===== config.mk =====
export PLATFORM = sky130hd
export DESIGN_NAME = gear_scan_seq
export DESIGN_NICKNAME = d
export VERILOG_FILES = /design/src/rtl/gear_scan_seq.sv
export SDC_FILE = /design/constraint.sdc
export NUM_CORES = 1
export LEC_CHECK = 0
export ABC_AREA = 1
export BUFFER_PORTS_ARGS = -buffer_cell sky130_fd_sc_hd__buf_4
export CORE_MARGIN = 2
export CORE_UTILIZATION = 56
export CTS_CLUSTER_SIZE = 16
export DETAILED_ROUTE_END_ITERATION = 12
export GPL_TIMING_DRIVEN = 0
export PLACE_DENSITY = 0.76
export SLEW_MARGIN = 30
export SYNTH_ARGS = -nofsm -noshare
export SYNTH_HDL_FRONTEND = slang
export SYNTH_SLANG_ARGS = --single-unit
export TNS_END_PERCENT = 5

===== constraint.sdc =====
create_clock -name clk -period 7.6 [get_ports clk]
set_clock_uncertainty 0.05 [all_clocks]
set_input_delay 0.38 -clock clk [delete_from_list [all_inputs] [get_ports clk]]
set_output_delay 0.38 -clock clk [all_outputs]
set_load 0.1 [all_outputs]

===== src/rtl/gear_scan_seq.sv =====
module gear_scan_seq #(
  parameter longint unsigned CLK_HZ    = 50_000_000,
  parameter longint unsigned SETTLE_NS = 64_000
) (
  input  logic        clk,
  input  logic        rst_n,
  input  logic        start,
  input  logic [2:0]  dat,
  output logic [2:0]  sel,
  output logic        busy,
  output logic        done,
  output logic [20:0] gears,
  output logic        cfg_14bit,
  output logic        cfg_solid,
  output logic        cfg_error
);

  localparam longint unsigned CYC_L = (CLK_HZ * SETTLE_NS + 64'd999_999_999) / 64'd1_000_000_000;
  localparam int SETTLE_CYC = (CYC_L < 1) ? 1 : int'(CYC_L);
  localparam int CW = $clog2(SETTLE_CYC + 1);

  logic          busy_q, done_q, c14_q, solid_q, err_q;
  logic [2:0]    slot_q, cfg_q;
  logic [CW-1:0] cnt_q;
  logic [17:0]   shadow_q;
  logic [20:0]   gears_q;
  logic          last;

  assign last      = (cnt_q == CW'(SETTLE_CYC - 1));
  assign sel       = slot_q;
  assign busy      = busy_q;
  assign done      = done_q;
  assign gears     = gears_q;
  assign cfg_14bit = c14_q;
  assign cfg_solid = solid_q;
  assign cfg_error = err_q;

  always_ff @(posedge clk) begin
    if (!rst_n) begin
      busy_q   <= 1'b0;
      done_q   <= 1'b0;
      slot_q   <= 3'd0;
      cnt_q    <= '0;
      cfg_q    <= 3'd0;
      shadow_q <= '0;
      gears_q  <= '0;
      c14_q    <= 1'b0;
      solid_q  <= 1'b0;
      err_q    <= 1'b0;
    end else begin
      done_q <= 1'b0;
      if (!busy_q) begin
        if (start) begin
          busy_q <= 1'b1;
          slot_q <= 3'd0;
          cnt_q  <= '0;
        end
      end else if (!last) begin
        cnt_q <= cnt_q + 1'b1;
      end else begin
        cnt_q <= '0;
        if (slot_q == 3'd0)
          cfg_q <= dat;
        else if (slot_q != 3'd7)
          shadow_q[3*(int'(slot_q)-1) +: 3] <= dat;
        if (slot_q == 3'd7) begin
          gears_q <= {dat, shadow_q};
          c14_q   <= cfg_q[1];
          solid_q <= cfg_q[0];
          err_q   <= ~cfg_q[2];
          done_q  <= 1'b1;
          busy_q  <= 1'b0;
          slot_q  <= 3'd0;
        end else begin
          slot_q <= slot_q + 3'd1;
        end
      end
    end
  end

  p_sel_step_r3: assert property (@(posedge clk) disable iff (!rst_n)
    (busy && !$stable(sel)) |-> (sel == $past(sel) + 3'd1));

  p_sel_settle_r5: assert property (@(posedge clk) disable iff (!rst_n)
    !$stable(sel) |-> (cnt_q == '0));

  p_done_pulse_r8: assert property (@(posedge clk) disable iff (!rst_n)
    done |=> !done);

  p_out_hold_r8: assert property (@(posedge clk) disable iff (!rst_n)
    !done |-> ($stable(gears) && $stable(cfg_error) && $stable(cfg_14bit) && $stable(cfg_solid)));

  p_idle_sel_r10: assert property (@(posedge clk) disable iff (!rst_n)
    !busy |-> (sel == 3'd0));

  p_start_ignored_r9: assert property (@(posedge clk) disable iff (!rst_n)
    (busy && start && !last) |=> (busy && $stable(sel)));

endmodule


### Word level (Yosys, flattened, before mapping)

Cells that the tools add are included.

| word-level totals | value |
|---|---|
| bits in registers | 62 |
| word-level logic and storage cells | 43 |

| operators by class | value |
|---|---|
| add/subtract/negate cells | 4 |
| multipliers | 1 |
| equal/unequal tests | 4 |
| shift operators | 2 |
| multiplexer cells | 13 |
| bitwise operators | 2 |
| reductions and logical operators | 7 |

Operators by type and width:

| cell | count |
|---|---|
| two-way mux 12 bit | 3 |
| negator 7 -> 33 bit | 1 |
| variable shift 3 x 33 -> 18 bit, first input constant | 1 |
| indexed part select 3 x 33 -> 18 bit | 1 |
| bitwise mux 18 bit | 1 |
| adder 12 x 1 -> 12 bit, second input constant | 1 |
| equality test 12 bit, second input constant | 1 |
| two-way mux 3 bit | 4 |
| AND reduction 3 bit | 3 |
| multiplier 3 x 4 -> 7 bit, first input constant | 1 |
| two-way mux 1 bit | 5 |
| AND reduction 4 bit | 1 |
| subtractor 3 x 1 -> 4 bit, second input constant | 1 |
| adder 3 x 1 -> 3 bit, second input constant | 1 |
| equality test 3 bit, second input constant | 1 |
| zero test 3 bit | 1 |
| != test 3 bit, second input constant | 1 |
| != test 2 x 1 -> 1 bit, second input constant | 1 |
| NOT 1 bit | 2 |
| AND reduction 2 bit | 1 |
| nonzero test 2 bit | 1 |

### Depth between registers and ports, before layout

| depth | value |
|---|---|
| word-level depth | 5 |
| mapped depth | 20 |
| mapped depth without buffers | 19 |

### Worst setup path after synthesis

OpenSTA, ideal clock, no wires.

| timing | value |
|---|---|
| kind | reg-to-reg |
| start | register slot_q[0], in the netlist sel[0] |
| end | register shadow_q[4] |
| library setup time | 115 ps |
| arrival time | 3658 ps |
| data required time | 7435 ps |
| setup slack | 3777 ps |
| cell stages (with the launch flop) | 17 |
| buffers on the path | 1 |
| period minus slack after synthesis | 3823 ps |
| cell sequence | dfxtp_1 buf_4 inv_2 ha_1 nand2_1 nand2_1 ha_1 inv_1 fa_1 inv_1 nand2_1 nor2_1 inv_1 nor2_2 nand3_1 nand2_1 nor2_1 |

| on the way | value |
|---|---|
| longest elaborated chain between the ends | 5 |
| elaborated cells between the ends (all ways) | 10 |
| classes of those cells | 2 x add/sub; 1 x mul; 1 x eq/ne; 2 x shift; 1 x mux; 1 x bitwise; 2 x reduce/logical |

Ends and longest elaborated chain:

| what | line | source |
|---|---|---|
| from (decl) | 23 | `logic [2:0] slot_q, cfg_q;` |
| from (signal assigned) | 75 | `slot_q <= slot_q + 3'd1;` |
| subtractor 3 x 1 -> 4 bit | 65 | `shadow_q[3*(int'(slot_q)-1) +: 3] <= dat;` |
| multiplier 3 x 4 -> 7 bit | 65 |  |
| negator 7 -> 33 bit | 65 |  |
| indexed part select 3 x 33 -> 18 bit / variable shift 3 x 33 -> 18 bit (equally long branches) | 65 |  |
| bitwise mux 18 bit | 65 |  |
| to (signal, indexed assignment) | 65 |  |
| to (decl) | 25 | `logic [17:0] shadow_q;` |

Parallel ways exist; a longest one is shown, timed or not.
A chain may end at the register's enable or synchronous reset.

### Worst setup path after layout

| timing | value |
|---|---|
| start | register slot_q[0], in the netlist sel[0] |
| end | register shadow_q[5] |

The elaborated chain is that of the path after synthesis.

==> results by group <==
Run status
  • Status: finished, final reports clean

Drt
  • Total Routed Length: between 8 and 9 mm
  • Antenna Nets Post-Route: 0
  • Detailed Route Iter0 Violations: between 150 and 200
  • TritonRoute pass-1 iters: 5
  • Avg Vias per Cell: roughly 5.3
  • DR DRC count: 0
  • Routed length per instance: 13.5 µm
  • Via count: roughly 3300

Synthesis
  • Yosys cell types: 33
  • Ys async rst share: 0%
  • Count leader, synth: nand2_1
  • Post-synth top area cell: dfxtp_1
  • Post-synth top area share: 36.4%
  • Cell area after synthesis: roughly 0.0034 mm²
  • Post-Synthesis Cells: approximately 500
  • Mapped Nets: 520
  • Sequential share of the synthesized area: between 30% and 40%
  • Top cells by count, synth: 132 x nand2_1, 67 x nand3_1, 62 x dfxtp_1
  • Seq cells post-synth: between 60 and 70
  • Synth top area cells: dfxtp_1 36%, nand2_1 15%, nand3_1 9.8%
  • Syn Area/Cell: around 6.8 µm²
  • Synth Warn #: 0
  • Ys flop type: dfxtp_1
  • Number of enable flip-flop cells after synthesis: 0

Global routing
  • GRT Total Usage: 27.4%
  • Initial antenna violation count: 0
  • Largest net degree at the start of global routing: 13
  • Number of global-route vias before repair: a little under 3000
  • First-pass GRT wire length: around 14 mm
  • GRT overflow: 0

STA
  • Worst-Margin Slew: ~0.60 ns
  • Final count of negative-setup-slack endpoints: 0
  • Fmax: around 280 MHz
  • Worst hold slack: just over 0.3 ns
  • Max-slew violations: 0
  • Relative slew slack: 60.0%
  • Fin crit period: approximately 3.6 ns
  • Final period util: 47.5%
  • RSZ-0062 raised after global routing: false
  • Setup TNS: 0 ns
  • Final hold violation count: 0

Clock tree
  • CTS Root Cell: clkbuf_8
  • CTS Hold Bufs: 0
  • Max Buffers Root-to-Sink: 2
  • CTS Sinks: between 60 and 70
  • CTS buffer count: 9
  • H-tree depth: 3
  • Skew-Pair Late Insertion Delay: between 0.3 and 0.4 ns
  • Post-CTS Setup Inserts: 0
  • CTS tree: yes
  • Post-CTS Resized: 0
  • Clock-pin slew on the worst setup and hold paths: 0.06 ns

Pwr
  • Leakage: between 1.5 and 2 nW
  • VDD IR max: between 0.1 and 0.15 mV
  • PD cells: 160 mW/mm²

Layout
  • Ratio of cells with drive above 1 in the final layout: around 17%
  • Final instance area: 0.00395 mm²
  • Layout Nets: between 500 and 600
  • Diode count: 0
  • Layout area overhead: 15.8%

Setup path
  • CP max FO: 12
  • Worst Path Required: approximately 7.8 ns
  • CP startpoint kind: register
  • Crit path max-delay family: adder cells
  • Buf/Inv on CP: 6
  • Worst R2R Start: sel[0]
  • CP Launch Point: sel[0]
  • Crit path DAT: ~3.8 ns
  • Worst setup path class: register to register
  • CP cell instances: buf_4 -> inv_2 -> ha_1 -> inv_1 -> nand2_1 -> nand2_1 -> ha_1 -> inv_1 -> fa_1 -> inv_1 -> nand2_1 -> nor2_1 -> inv_1 -> nor2_2 -> nand3_1 -> nand2_1 -> nor2_1
  • Critical Path End Type: register
  • CP max stage cell: fa_1
  • Crit-path max cell delay: 0.59 ns

Min path
  • Hold Crit Class: primary input to register
  • Hold Startpoint: start

Floorplanning
  • Die Width: just over 80 µm
  • Chip height: just over 80 µm
  • Core Footprint: ~0.006 mm²
  • Initial Util: 57.6%
  • Die ar.: a little under 0.007 mm²
  • Num ports: 35
  • FP Rows: 28

Placement
  • Final HPWL DP: about 6.5 mm
  • Dpl cell area: about 0.0038 mm²
  • Number of buffers inserted by port buffering: 34
  • GP Congestion: 0.937

Job
  • Max-Cap Viols: 0
-- cell usage in the layout, fill, tap and decap left out, drive strengths merged --
cell,netlist,final
a211oi,2,2
a21boi,1,1
a21oi,26,26
a31oi,1,1
buf,11,45
bufinv,0,1
clkbuf,6,17
clkinv,0,2
clkinvlp,0,1
dfxtp,62,62
fa,2,2
ha,9,9
inv,48,48
nand2,136,136
nand3,71,71
nand3b,1,1
nand4,14,14
nor2,67,67
nor3,4,4
o211ai,3,3
o21ai,34,34
or2,1,1
xnor2,1,1
xor2,3,3
-- worst reg2reg max path: stages, from the launching register on --
cell,delay (ns)
dfxtp_1,0.35
buf_4,0.19
inv_2,0.19
ha_1,0.23
inv_1,0.07
nand2_1,0.09
nand2_1,0.13
ha_1,0.31
inv_1,0.05
fa_1,0.59
inv_1,0.25
nand2_1,0.23
nor2_1,0.23
inv_1,0.10
nor2_2,0.22
nand3_1,0.10
nand2_1,0.07
nor2_1,0.04
-- through the flow --
step	power, mW	setup slack [ns]	util [%]	cells
finish	0.631	3.99	66.7	627
global route	0.655	3.68	66.7	627
CTS	0.636	4.02	66.7	627
detailed placement	0.358	4.03	63.5	612
global placement	0.358	4.07	63.5	612
floorplan	0.349	3.78	-	503
-- metal layers --
metal	GRT usage (%)	part of all wire, %	vias up
met1	34.1	47	1491
met2	46.2	47	69
met4	8.67	1.8	0
li1	-	-	1733
met5	0	0	-
met3	6.92	3.9	11
-- sequential cells by signal, indices dropped and copies added, names as in the netlist --
signal / cells
cnt_q: 12
sel: 3
cfg_14bit: 1
cfg_solid: 1
cfg_error: 1
cfg_q: 3
gears: 21
busy: 1
done: 1
shadow_q: 18
-- final timing paths --
kind                      end  slack (ns)  cells past startpoint
hold / removal       cnt_q[6]        0.31                      4
setup / recovery  shadow_q[5]        3.99                     17
setup reg to reg  shadow_q[5]        3.99                     17
hold reg to reg     gears[10]        0.39                      2
-- kinds of logic after synthesis --
group	after synthesis	synth area share (%)
AO/OA/AOI/OAI	67	11.5
XOR/XNOR	4	1.03
adder cells (fa/ha/maj)	11	4.48
buffers and inverters	65	8.11
flip-flops	62	36.4
AND/OR/NAND/NOR	294	38.5
-- area by class of cell --
| cell class | instances | area [µm²] |
|---|---|---|
| Inverter | 48 | 180 |
| Timing Repair Buffer | 34 | 255 |
| Buffer | 17 | 96.3 |
| Tap cell | 75 | 93.8 |
| Fill cell | 539 | 1970 |
| Clock buffer | 11 | 141 |
| Clock inverter | 4 | 47.5 |
| Sequential cell | 62 | 1240 |
| Multi-Input combinational cell | 376 | 1890 |
-- report_power, final --
part           total [mW]  internal, mW  leakage, nW  switching (mW)
sequential          0.327         0.326        0.500        0.000828
clock               0.281         0.157       0.0952           0.123
combinational      0.0238       0.00587         1.16          0.0179
total               0.631         0.489         1.75           0.142
(Power assumes the default switching activity.)
